--- src/rtl/gf_pkg.sv ---
package gf_pkg;

  // Level a filtered command takes after reset: high means the driver is off.
  localparam logic REST_LEVEL = 1'b1;

  // Bits needed to count from 0 up to n-1 (never fewer than one).
  function automatic int unsigned cnt_bits(input int unsigned n);
    return (n < 2) ? 1 : $clog2(n);
  endfunction

endpackage

--- src/rtl/gf_rst_sync.sv ---
module gf_rst_sync (
  input  logic clk,
  input  logic rst_n,
  output logic rst_n_sync
);

  logic [1:0] chain_q;

  // Asserts at once, releases two clock edges later.
  always_ff @(posedge clk or negedge rst_n) begin
    if (!rst_n) begin
      chain_q <= 2'b00;
    end else begin
      chain_q <= {chain_q[0], 1'b1};
    end
  end

  assign rst_n_sync = chain_q[1];

endmodule

--- src/rtl/gf_sync.sv ---
module gf_sync #(
  parameter int unsigned STAGES    = 2,
  parameter logic        RESET_VAL = 1'b1
) (
  input  logic clk,
  input  logic rst_n,
  input  logic async_i,
  output logic sync_o
);

  logic [STAGES-1:0] stage_q;

  for (genvar s = 0; s < STAGES; s++) begin : g_stage
    if (s == 0) begin : g_first
      always_ff @(posedge clk or negedge rst_n) begin
        if (!rst_n) stage_q[s] <= RESET_VAL;
        else        stage_q[s] <= async_i;
      end
    end else begin : g_next
      always_ff @(posedge clk or negedge rst_n) begin
        if (!rst_n) stage_q[s] <= RESET_VAL;
        else        stage_q[s] <= stage_q[s-1];
      end
    end
  end

  assign sync_o = stage_q[STAGES-1];

endmodule

--- src/rtl/gf_qual.sv ---
module gf_qual
  import gf_pkg::*;
#(
  parameter int unsigned FILT_CYCLES = 45,
  parameter logic        RESET_VAL   = REST_LEVEL
) (
  input  logic clk,
  input  logic rst_n,
  input  logic sync_i,
  output logic filt_o
);

  localparam int unsigned CW   = cnt_bits(FILT_CYCLES);
  localparam logic [CW-1:0] LAST = CW'(FILT_CYCLES - 1);

  logic          out_q, out_d;
  logic [CW-1:0] cnt_q, cnt_d;
  logic          differs, done, upd;

  // A differing level is counted on each edge; the FILT_CYCLES-th such edge
  // takes it. Any edge where input equals output clears the count.
  always_comb begin
    differs = sync_i ^ out_q;
    done    = differs && (cnt_q == LAST);
    out_d   = out_q;
    cnt_d   = '0;
    if (done) begin
      out_d = sync_i;
    end else if (differs) begin
      cnt_d = cnt_q + 1'b1;
    end
    upd = differs || (cnt_q != '0);
  end

  always_ff @(posedge clk or negedge rst_n) begin
    if (!rst_n) begin
      out_q <= RESET_VAL;
      cnt_q <= '0;
    end else if (upd) begin
      out_q <= out_d;
      cnt_q <= cnt_d;
    end
  end

  assign filt_o = out_q;

  // the count never reaches the qualification length.
  assert_cnt_bound_R4: assert property (@(posedge clk) disable iff (!rst_n)
    cnt_q <= LAST);

  // a new output level is always the level the synchronizer presented.
  assert_flip_to_input_R4: assert property (@(posedge clk) disable iff (!rst_n)
    (out_q != $past(out_q)) |-> (out_q == $past(sync_i)));

  // an input matching the output never moves the output.
  assert_hold_when_equal_R2: assert property (@(posedge clk) disable iff (!rst_n)
    (sync_i == out_q) |=> $stable(out_q));

  if (FILT_CYCLES >= 2) begin : g_multi
    // the output only moves after at least two agreeing input samples.
    assert_stable_before_flip_R6: assert property (@(posedge clk) disable iff (!rst_n)
      (out_q != $past(out_q)) |-> ($past(sync_i) == $past(sync_i, 2)));
  end

endmodule

--- src/rtl/glitch_filter_bank.sv ---
module glitch_filter_bank
  import gf_pkg::*;
#(
  parameter int unsigned CHANNELS    = 6,
  parameter int unsigned FILT_CYCLES = 45,
  parameter int unsigned SYNC_STAGES = 2
) (
  input  logic                clk,
  input  logic                rst_n,
  input  logic [CHANNELS-1:0] cmd_i,
  output logic [CHANNELS-1:0] cmd_o
);

  logic                rst_n_int;
  logic [CHANNELS-1:0] cmd_sync;

  gf_rst_sync u_rst (
    .clk        (clk),
    .rst_n      (rst_n),
    .rst_n_sync (rst_n_int)
  );

  for (genvar c = 0; c < CHANNELS; c++) begin : g_ch
    gf_sync #(
      .STAGES    (SYNC_STAGES),
      .RESET_VAL (REST_LEVEL)
    ) u_sync (
      .clk     (clk),
      .rst_n   (rst_n_int),
      .async_i (cmd_i[c]),
      .sync_o  (cmd_sync[c])
    );

    gf_qual #(
      .FILT_CYCLES (FILT_CYCLES),
      .RESET_VAL   (REST_LEVEL)
    ) u_qual (
      .clk    (clk),
      .rst_n  (rst_n_int),
      .sync_i (cmd_sync[c]),
      .filt_o (cmd_o[c])
    );
  end

endmodule

--- config.mk ---
export PLATFORM = sky130hd
export DESIGN_NAME = glitch_filter_bank
export DESIGN_NICKNAME = d
export VERILOG_FILES = /design/src/rtl/gf_pkg.sv /design/src/rtl/gf_rst_sync.sv /design/src/rtl/gf_sync.sv /design/src/rtl/gf_qual.sv /design/src/rtl/glitch_filter_bank.sv
export SDC_FILE = /design/constraint.sdc
export NUM_CORES = 1
export LEC_CHECK = 0
export BUFFER_PORTS_ARGS = -buffer_cell sky130_fd_sc_hd__clkbuf_2
export CAP_MARGIN = 15
export CORE_ASPECT_RATIO = 1.1
export CORE_UTILIZATION = 55
export DETAILED_ROUTE_END_ITERATION = 10
export GPL_TIMING_DRIVEN = 0
export PLACE_DENSITY = 0.73
export SYNTH_ARGS = -nofsm -noshare
export SYNTH_HDL_FRONTEND = slang
export SYNTH_SLANG_ARGS = --single-unit
--- constraint.sdc ---
create_clock -name clk -period 2.1 [get_ports clk]
set_input_delay 0.105 -clock clk [delete_from_list [all_inputs] [get_ports clk]]
set_output_delay 0.105 -clock clk [all_outputs]
set_load 0.03 [all_outputs]
Word-level counts from Yosys, hierarchy flattened

Cells that the tools add are included.

Flip-flop bits (word level): 56
Input port bits: 8
Logic and storage cells: 79

Add/subtract/negate cells: 6
Eq/ne operators: 6
Muxes and demuxes: 12
Bitwise operators: 6
Reduce and logical (&&, ||, !) cells: 24

Operator list:

| operator                                     | count |
|---|---|
| two-way mux 6 bit                            | 12 |
| adder 6 x 1 -> 6 bit (second input constant) | 6 |
| == test 6 bit (second input constant)        | 6 |
| nonzero test 6 bit                           | 6 |
| AND reduction 2 bit                          | 6 |
| logical AND 1 bit                            | 6 |
| logical OR 1 bit                             | 6 |
| XOR 1 bit                                    | 6 |

Longest topological paths before layout

Gate-level depths: netlist (run 1).

Depth in word-level cells: 3
Mapped depth: 5
Mapped depth without buffers: 5

Cells and area by module

Synthesis (run 1) repeated with hierarchy kept, for this count alone.

Cells, all modules: 231
Area total of the unflattened synthesis: 2,643.8 µm²

Modules (own cells, without submodules):

| module      | times used | cells each | area an instance (µm²) | sequential area each (µm²) |
|---|---|---|---|---|
| gf_qual     | 6          | 36         | 379.1                  | 176.4 |
| gf_sync     | 6          | 2          | 52.6                   | 52.6 |
| gf_rst_sync | 1          | 3          | 53.8                   | 50.0 |

Worst setup path before layout (run 1)

OpenSTA, ideal clock, no wires.

Kind: flip-flop to flip-flop
Start: reg g_ch[2].u_qual.cnt_q[0]
End: reg g_ch[2].u_qual.cnt_q[2]
Library setup time: 0.078 ns
Arrival time: 1.218 ns
Data required time: 2.022 ns
Path slack: 0.804 ns
Stages on the path, launching flop included: 6
Buffers on the path: 0
Clock period less this slack: 1.296 ns
Cell sequence: dfrtp_1 inv_1 ha_1 nor2b_2 a311o_1 a21oi_1

Longest elaborated chain between the ends: 3

RTL lines:

| element                                                | RTL line                     | text |
|---|---|---|
| from (decl)                                            | gf_qual.sv:17                | `logic [CW-1:0] cnt_q, cnt_d;` |
| from (signal assigned)                                 | gf_qual.sv:41                | `cnt_q <= cnt_d;` |
| adder 6 x 1 -> 6 bit or == test 6 bit (tied branches)  | gf_qual.sv:30, gf_qual.sv:24 |  |
| two-way mux 6 bit or logical AND 1 bit (tied branches) | gf_qual.sv:29, gf_qual.sv:24 |  |
| two-way mux 6 bit                                      | gf_qual.sv:27                | `if (done) begin` |

Parallel ways exist; a longest one is shown, timed or not.
A chain may end at the register's enable or synchronous reset.

Worst setup path in the final report (run 1)

Start: reg g_ch[0].u_qual.cnt_q[0]
End: reg g_ch[0].u_qual.cnt_q[0]

Longest elaborated chain between the ends: 3

RTL lines:

| element                                                | RTL line |
|---|---|
| from (decl)                                            | gf_qual.sv:17 |
| from (signal assigned)                                 | gf_qual.sv:41 |
| adder 6 x 1 -> 6 bit or == test 6 bit (tied branches)  | gf_qual.sv:30, gf_qual.sv:24 |
| two-way mux 6 bit or logical AND 1 bit (tied branches) | gf_qual.sv:29, gf_qual.sv:24 |
| two-way mux 6 bit                                      | gf_qual.sv:27 |

Parallel ways exist; a longest one is shown, timed or not.

==> results.txt, run 1 <==
* Sum of net half-perimeters after detailed placement: 2800 um
* First-pass detailed-route iteration total: 4
- CP startpoint kind: flop
- For this run the aggregate overflow at the end of global routing stands at 0.
- Antenna violations before repair: 0
- Adder-cell share of the synthesized area: 5.70%
- Post-CTS clock slew at the launch and capture registers of the worst setup and hold paths: about 90 ps
- Distinct cells, synth: 30
- Result of the run: completed
- Floorplan die width: 68.0 um
* Shortest period the worst path allows: roughly 1400 ps
- Number of global-route vias before repair: 1531
* Slew Limit Fails: 0
- The later pin in the worst-skew pair is clocked with a latency of 310 ps.
* Area contributors post-synth: sky130_fd_sc_hd__dfrtp_1, sky130_fd_sc_hd__dfstp_2, sky130_fd_sc_hd__ha_1
- In the final routed layout, each cell accounts on average for about 12 um.
- Count of port buffers added during placement: 13
- Placed Cells incl. Taps: 313
* Final weighted congestion in routability-driven placement: 0.745
- Commonest non-fill, non-tap cell in the layout: sky130_fd_sc_hd__dfrtp_1
- The die covers 5070 um^2.
- Cell Rows: 26
- Arrival time at the worst endpoint: 1640 ps
- Most frequent cells in the layout: sky130_fd_sc_hd__dfrtp_1, sky130_fd_sc_hd__nand2_1, sky130_fd_sc_hd__dfstp_2
- In this run, the number of DRC markers left after iteration 0 of detailed routing was about 140.
* Cell Count, Final, Fillers Out: 328
- Vias: ~1.7k
* Mux contribution to synthesized area: between 2 and 3%
- Final clock skew: 11.1 ps
- IR analysis of the VDD net gives a maximum drop of about 0.57 mV.
- Final nets: 291
- Headroom to the max-slew limit came out at 64.2%.
- Summed over all cells, the static leakage comes to 1.34 nW.
- Required time of the critical path: between 2000 and 2500 ps
- Summed over its instances, the top area cell type makes up 36.1% of the synthesized netlist area.
- Post-synthesis cell area: roughly 2600 um^2
- Antenna-violating nets left: 0
* Hold violation total from the final report: 0
* Layout cell share with drive strength beyond 1: between 20% and 30%
- Number of gates given a new drive strength after cts: 0
* Detailed-route wire length: 3910 um
- The synthesized netlist devotes 8.69% of its cell area to compound gates.
* Area Overhead vs Synth: 12.1%
* Clock buffer count from CTS: 5
* Number of storage elements in the synthesis netlist: 56
- Synthesis produced 243 cells.
- Via/cell ratio: 5.26
- The min-delay analysis places its worst path in the category input port to async pin.
- The clock drives 56 sinks.
- Total DRC errors in the routed layout: 0
- Endpoint kind of the worst setup timing path: flop
* TritonCTS clock tree: built
- Of the synthesized area, sequential elements account for a little over half.
- For the pin with the worst max-slew slack, the measured transition is 536 ps.
- Core Box Area: ~4600 um^2
- Setup violations remaining at the end of the flow were counted as 0.
- Dividing total power by cell area gives a power density of 861 nW/um^2.
- Mean area per synthesized cell: 10.8 um^2
- ANT cells: 0
- The H-tree was split into 2 levels.
- Number of top-level pins: 14
- Post-synthesis cell type with the largest combined area: sky130_fd_sc_hd__dfrtp_1
- The tightest hold path in the finished design has a slack of 115 ps.
- In this run the post-CTS setup repair buffer count came out at 0.
* Post-synthesis simple-gate area fraction: 16.2%
* Net count of the mapped netlist: ~260
* Fraction of synthesized cell area in xor and xnor cells: 7.64%
- Type of the setup path with the least slack: flop to flop
- Unrepaired setup endpoints after global routing: no
- Along the worst path, the maximum fanout reaches 6.
- Maximum number of pins on one net before global-route repair: 31
- Number of fill cells: 365
- Total routing usage reported by global routing: 17.6%
- Starting density of the core: 57.1%
* Ys Warns: 0
- Derived from the worst setup path, the maximum achievable clock frequency is roughly 700 MHz.
- Max_cap viols: 0
- The first global-routing pass estimated 6610 um of wire.
- Y dimension of the die: 74.6 um
* Critical path's slowest cell: sky130_fd_sc_hd__dfrtp_1
- In this run the deepest clock path goes through 2 buffers.
- Post-route clock period utilization: 67.4%
- In this run the clock root is driven by a sky130_fd_sc_hd__clkbuf_8.
- Combinational family with the most area after synthesis: simple AND/OR/NAND/NOR gates
- Critical path, cell by cell: inv_1, ha_1, nor2b_1, a41o_1, o22ai_1
- Core utilization of the finished layout: 64.0%
- Worst path max stage delay: 460 ps
-- Yosys cell counts --
| master | count |
|---|---|
| sky130_fd_sc_hd__a21oi_2 | 1 |
| sky130_fd_sc_hd__xnor2_1 | 11 |
| sky130_fd_sc_hd__a41o_2 | 1 |
| sky130_fd_sc_hd__nor2_1 | 16 |
| sky130_fd_sc_hd__a21oi_1 | 7 |
| sky130_fd_sc_hd__a22o_1 | 1 |
| sky130_fd_sc_hd__nand2_1 | 22 |
| sky130_fd_sc_hd__o2bb2ai_1 | 5 |
| sky130_fd_sc_hd__or3_1 | 6 |
| sky130_fd_sc_hd__nor3_1 | 6 |
| sky130_fd_sc_hd__nor2b_1 | 11 |
| sky130_fd_sc_hd__buf_2 | 6 |
| sky130_fd_sc_hd__dfrtp_1 | 38 |
| sky130_fd_sc_hd__nand3_2 | 1 |
| sky130_fd_sc_hd__a311o_1 | 1 |
| sky130_fd_sc_hd__nand3_1 | 17 |
| sky130_fd_sc_hd__nand4_1 | 6 |
| sky130_fd_sc_hd__conb_1 | 1 |
| sky130_fd_sc_hd__buf_4 | 6 |
| sky130_fd_sc_hd__dfstp_2 | 18 |
| sky130_fd_sc_hd__and3_1 | 1 |
| sky130_fd_sc_hd__ha_1 | 12 |
| sky130_fd_sc_hd__xor2_1 | 12 |
| sky130_fd_sc_hd__inv_1 | 13 |
| sky130_fd_sc_hd__o21ai_0 | 6 |
| sky130_fd_sc_hd__a41o_1 | 5 |
| sky130_fd_sc_hd__o22ai_1 | 5 |
| sky130_fd_sc_hd__nor2b_2 | 1 |
| sky130_fd_sc_hd__mux2_2 | 6 |
| sky130_fd_sc_hd__mux2i_1 | 1 |
-- area by class of cell --
| type | instances | area [um^2] | share of cell area [%] |
|---|---|---|---|
| Buffer | 12 | 75.1 | 2.54 |
| Clock buffer | 6 | 82.6 | 2.79 |
| Clock inverter | 2 | 10.0 | 0.339 |
| Inverter | 13 | 48.8 | 1.65 |
| Multi-Input combinational cell | 162 | 1090 | 36.8 |
| Sequential cell | 56 | 1430 | 48.2 |
| Tap cell | 56 | 70.1 | 2.37 |
| Timing Repair Buffer | 21 | 155 | 5.25 |
-- kinds of logic after synthesis --
family | after synthesis
simple gates | 87
mux | 7
compound gates | 32
flops | 56
fa+ha+maj | 12
buf+inv | 25
other cells | 1
xor+xnor | 23
-- per-stage QoR --
stage	power [W]	setup TNS (ps)	setup slack, ps	instance area (um^2)
final	0.00254	0	685	2960
after global routing	0.00273	0	542	2960
after CTS	0.00258	0	688	2960
after detailed placement	0.00197	0	699	2790
after global placement	0.00193	-4680	-131	2770
after floorplan	0.00183	0	457	2640
-- what timing repair did --
| item | 4_1_cts | 5_1_grt |
|---|---|---|
| endpoints found under the setup margin | 0 | 0 |
| endpoints found under the hold margin | 8 | 0 |
| hold buffers | 7 | 0 |
-- final timing paths --
path                                                        to                                 from  slack [ps]  cells after the start
max in group asynchronous      g_ch[1].u_sync.sync_o$_DFF_PN1_           u_rst.chain_q[1]$_DFF_PN0_        1240                      1
min reg2reg                g_ch[0].u_qual.cnt_q[5]$_DFFE_PN0P_           u_rst.chain_q[1]$_DFF_PN0_         250                      0
max                        g_ch[0].u_qual.cnt_q[0]$_DFFE_PN0P_  g_ch[0].u_qual.cnt_q[0]$_DFFE_PN0P_         680                      5
max reg2reg                g_ch[0].u_qual.cnt_q[0]$_DFFE_PN0P_  g_ch[0].u_qual.cnt_q[0]$_DFFE_PN0P_         680                      5
min                                 u_rst.chain_q[0]$_DFF_PN0_                                rst_n         110                      2
min in group clk               g_ch[1].u_sync.sync_o$_DFF_PN1_  g_ch[1].u_sync.stage_q[0]$_DFF_PN1_         360                      0
-- sequential cells by signal, summed over array words and instances (netlist names) --
name	flops
g_ch.u_sync.sync_o	6
u_rst.chain_q	2
g_ch.u_sync.stage_q	6
g_ch.u_qual.filt_o	6
g_ch.u_qual.cnt_q	36
-- where the power goes --
part           switching (W)  internal [W]
clock               0.000326      0.000264
sequential          0.000151       0.00122
combinational       0.000303      0.000286
total               0.000779       0.00177
-- metal layers --
layer  GRT usage [%]  wire length [um]
met1            22.9              1830
met2            28.2              1900
met3            5.00               123
met4            6.25                58
met5               0                 0
-- critical path, delay by kind of cell, from the launching register on --
family,cells,cell delay [ps]
compound gates,2,470
fa+ha+maj,1,190
buf+inv,1,70
flops,1,460
simple gates,1,150
(Power assumes the default switching activity.)
==> inputs of run 2 (changes only) <==
ABC_AREA = 1   (was not set)
PLACE_DENSITY = 0.76   (was 0.73)
clock period = 1.2 ns   (was 2.1 ns; I/O delays follow)
==> run 2 against run 1 <==
Effect of this change: the run now ends with negative setup slack left; largest power group unchanged; largest cell class unchanged; synthesized cell count rose by 40%; design area rose by 23%; sequential share of layout area fell by 8.8 points; die area rose by 6.6%; utilization rose by 12 points; final cell count rose by 36%; clock-buffer cell count rose by 1.
==> results.txt, run 2 <==
- Compared with the post-synthesis result, the final layout area differs by 28.7%.
- DP Area: 2950 um^2 (+5.6%)
* Share of total power consumed by net switching: 33.4% (+2.8 points)
- Critical path, cell by cell: inv_2, ha_4, nand2_2, nor2_4, nand2_4, nor2_2, nor2_1
- Number of storage elements in the synthesis netlist: 56 (unchanged)
* Async SR Flop Fraction: 100% (unchanged)
- Maximum number of buffers from clock root to sink: 2 (unchanged)
- Number of enable flip-flop cells after synthesis: 0 (unchanged)
* Main flop type after synthesis: sky130_fd_sc_hd__dfrtp_1
* Clock buffer count from CTS: 5 (unchanged)
- Hold violation total from the final report: 0 (unchanged)
- First-pass GRT wire length: 8740 um (+32%)
- First-pass detailed-route iteration total: 4 (unchanged)
- The worst setup path is captured at a flop.
* Remaining global-route overflow: 0 (unchanged)
* Maximum number of pins on one net before global-route repair: 55 (+77%)
- The setup slack after layout is -36.6 ps (-721 ps).
* Flop pwr share: 46.6% (-7.1 points)
- The data required time at the worst endpoint was 1400 ps (-920 ps).
- The biggest area contributor in the post-synthesis netlist is sky130_fd_sc_hd__dfrtp_1.
* CTS sink count: 56 (unchanged)
- Number of fill cells: 285 (-22%)
- Unrepaired setup endpoints after global routing: yes
* Most frequent cells in the layout: sky130_fd_sc_hd__nand2_1, sky130_fd_sc_hd__nand3_1, sky130_fd_sc_hd__inv_1
* Slew Limit Fails: 0 (unchanged)
- Worst path max stage delay: 420 ps (-40 ps)
- Cell Rows: 26 (unchanged)
* Final nets: 410 (+41%)
- Sum of net half-perimeters after detailed placement: 3180 um (+14%)
- Drt initial violations: 158 (+10%)
- Among all stages on the critical path, the largest delay is contributed by sky130_fd_sc_hd__dfrtp_1.
- Setup TNS: -42.1 ps (-42.1 ps)
* Cell Int Power: 0.00340 W (+92%)
* Switching power total: 0.00171 W (+120%)
* Slew @ Worst Pin: 663 ps (+127 ps)
- Mean area per synthesized cell: 8.28 um^2 (-24%)
* Number of standard cells after synthesis: 340 (+40%)
- The count of input and output buffers was 13 (unchanged).
- Floorplan die width: 70.2 um (+3.2%)
- The most common cell in the synthesized netlist is sky130_fd_sc_hd__nand2_1.
- Total DRC errors in the routed layout: 0 (unchanged)
- The final total power is 0.00510 W (+100%).
- The floorplan die area came to 5410 um^2 (+6.6%).
- The run finished, with violations left.
- Maximum level of the CTS H-tree: 2 (unchanged)
* Layout cell share with drive strength beyond 1: 30.9% (+7.8 points)
- Ys Warns: 0 (unchanged)
- The area of the multi-input gates came to 1430 um^2 (+31%).
- Clock latency on the worst-skew pair: 300 ps (about the same)
* Post-route clock period utilization: 103% (+36 points)
- Power density over the cells: 1410 nW/um^2 (+64%)
- Vias: 2281 (+32%)
- Sequential-to-total area share from yosys stat: 50.6% (-3.4 points)
- Timing-limited maximum frequency: 809 MHz (+14%)
- TritonCTS built the clock tree.
- Violations in the final reports: negative setup slack
* CP startpoint kind: flop
- The total routing usage reported by global routing was 19.9% (+2.3 points).
* Share of power burned in the clock network: 20.6% (-2.6 points)
- The startpoint identified for the worst register-to-register timing path is g_ch[2].u_qual.cnt_q[0]$_DFFE_PN0P_.
* Commonest non-fill, non-tap cell in the layout: sky130_fd_sc_hd__nand2_1
- The critical path in this run is classified as flop to flop.
- Starting density of the core: 58.8% (+1.8 points)
- The worst-case clock skew came to 8.57 ps (-2.57 ps).
* Most used standard cells in the synthesized netlist: sky130_fd_sc_hd__nand2_1, sky130_fd_sc_hd__inv_1, sky130_fd_sc_hd__nand3_1, sky130_fd_sc_hd__nor2_1, sky130_fd_sc_hd__dfrtp_1
* R2R cell count: 7 (+2)
- The cell area after technology mapping is 2810 um^2 (+6.7%).
- The highest net fanout along the worst path was 6 (unchanged).
- The clock period minus final worst setup slack is 1240 ps (-179 ps).
- The antenna diode count came to 0 (unchanged).
- The total wirelength of the detailed-routed design came to 5670 um (+45%).
* Flip-flop count of the largest register after layout: 36 (unchanged)
- The area taken by flip-flops and latches came to 1430 um^2 (+0.18%).
- IR Drop Worst-Case VDD: 1.16 mV (+110%)
* Largest register by flop count: g_ch.u_qual.cnt_q
- The critical path data arrival time came to 1440 ps (-200 ps).
- Core Box Area: 4780 um^2 (+3.5%)
- The via count normalized by instance count was 5.10 (-3.0%).
* Antenna violations before repair: 0 (unchanged)
* Post-CTS clock slew at the launch and capture registers of the worst setup and hold paths: 100 ps (about the same)
- Core utilization of the finished layout: 75.7% (+12 points)
- Sorting the synthesized cells by area gives the leading types as sky130_fd_sc_hd__dfrtp_1, sky130_fd_sc_hd__dfstp_2, sky130_fd_sc_hd__nand2_1.
- Max_cap viols: 0 (unchanged)
* Fraction of post-synthesis cell area in the top cell type by area: 33.8% (-2.3 points)
* Relative contribution of combinational cells to total power: 32.8% (+9.7 points)
* Critical path launch point: g_ch[2].u_qual.cnt_q[0]$_DFFE_PN0P_
- Finish-stage setup viols: 2 (+2)
- Number of top-level pins: 14 (unchanged)
* Leakage power figure: 1.74 nW (+30%)
- The number of global-route vias before repair is 2172 (+42%).
- In this run the worst hold path is classified as input port to async pin.
- Post-layout instance area: 3620 um^2 (+23%)
* Max-Slew Margin vs Limit: 55.8% (-8.4 points)
- Y dimension of the die: 77.0 um (+3.2%)
- Distinct cells, synth: 20 (-33%)
* Routed length per instance: 12.7 um (+6.4%)
* Net count of the mapped netlist: 360 (+37%)
* Final weighted congestion in routability-driven placement: 0.745 (about the same)
* Antenna-violating nets left: 0 (unchanged)
- Cell at the root of the clock tree: sky130_fd_sc_hd__clkbuf_8
-- run 2: critical path: cells and delay by family (launching register included) --
kind                     cells  cell delay (ps)
adder cells (fa/ha/maj)      1              130
buffers and inverters        1               90
flip-flops                   1              420
AND/OR/NAND/NOR              5              490
-- run 2: per-layer routing --
metal	GRT usage, %	share of wire, %	vias up	wire [um]
met3	2.76	2.1	7	118
met5	0	0	-	0
met4	6.60	1.4	0	78
li1	-	-	1141	-
met2	35.7	54	34	3050
met1	24.5	43	1099	2430
-- run 2: repair_timing --
action | in CTS | in global routing
hold buffers | 7 | 0
pin swaps | 2 | 20
setup endpoints to repair | 75 | 47
gates resized for setup | 19 | 63
hold endpoints to repair | 8 | 0
buffers inserted | 17 | 6
-- run 2: area by class of cell --
type / instances / area share, %
Timing Repair Buffer: 43 / 10.3
Tap cell: 56 / 1.93
Buffer: 6 / 1.45
Clock inverter: 1 / 0.207
Clock buffer: 7 / 2.38
Sequential cell: 56 / 39.4
Multi-Input combinational cell: 230 / 39.4
Inverter: 48 / 4.97
-- run 2: per-stage QoR --
stage,setup slack [ps],std cells,hold slack [ps]
2_1_floorplan,41.6,340,-236
3_3_place_gp,-67.3,409,-154
3_5_place_dp,-112,409,-152
4_1_cts,1.92,441,49.9
5_1_grt,-97.6,447,80.9
6_report,-36.6,447,70.4
-- run 2: kinds of logic (layout without fill, tap and decap cells) --
group                      Yosys count  in the layout  synth area share [%]
other                                1              1                 0.133
adders and majority gates           12             12                  5.34
xor gates and xnor gates            17             17                  5.82
AOI/OAI and AO/OA                   14             14                  2.76
buffers and inverters               54            105                  8.00
DFF                                 56             56                  50.6
and+or+nand+nor                    186            186                  27.3
-- run 2: final timing paths --
kind                       slack, ps                                   to
max reg2reg                      -40  g_ch[2].u_qual.cnt_q[3]$_DFFE_PN0P_
min                               70           u_rst.chain_q[0]$_DFF_PN0_
max                              -40  g_ch[2].u_qual.cnt_q[3]$_DFFE_PN0P_
max in group asynchronous        380  g_ch[0].u_qual.cnt_q[3]$_DFFE_PN0P_
min in group clk                 360      g_ch[5].u_sync.sync_o$_DFF_PN1_
min reg2reg                      360      g_ch[5].u_sync.sync_o$_DFF_PN1_
-- run 2: power by group through the flow --
stage	Clock, W	Combinational (W)	Sequential (W)
detailed placement	0	0.000917	0.00247
global placement	0	0.000872	0.00245
floorplan	0	0.000758	0.00240
CTS	0.00108	0.00124	0.00235
finish	0.00105	0.00167	0.00238
global route	0.00115	0.00184	0.00242
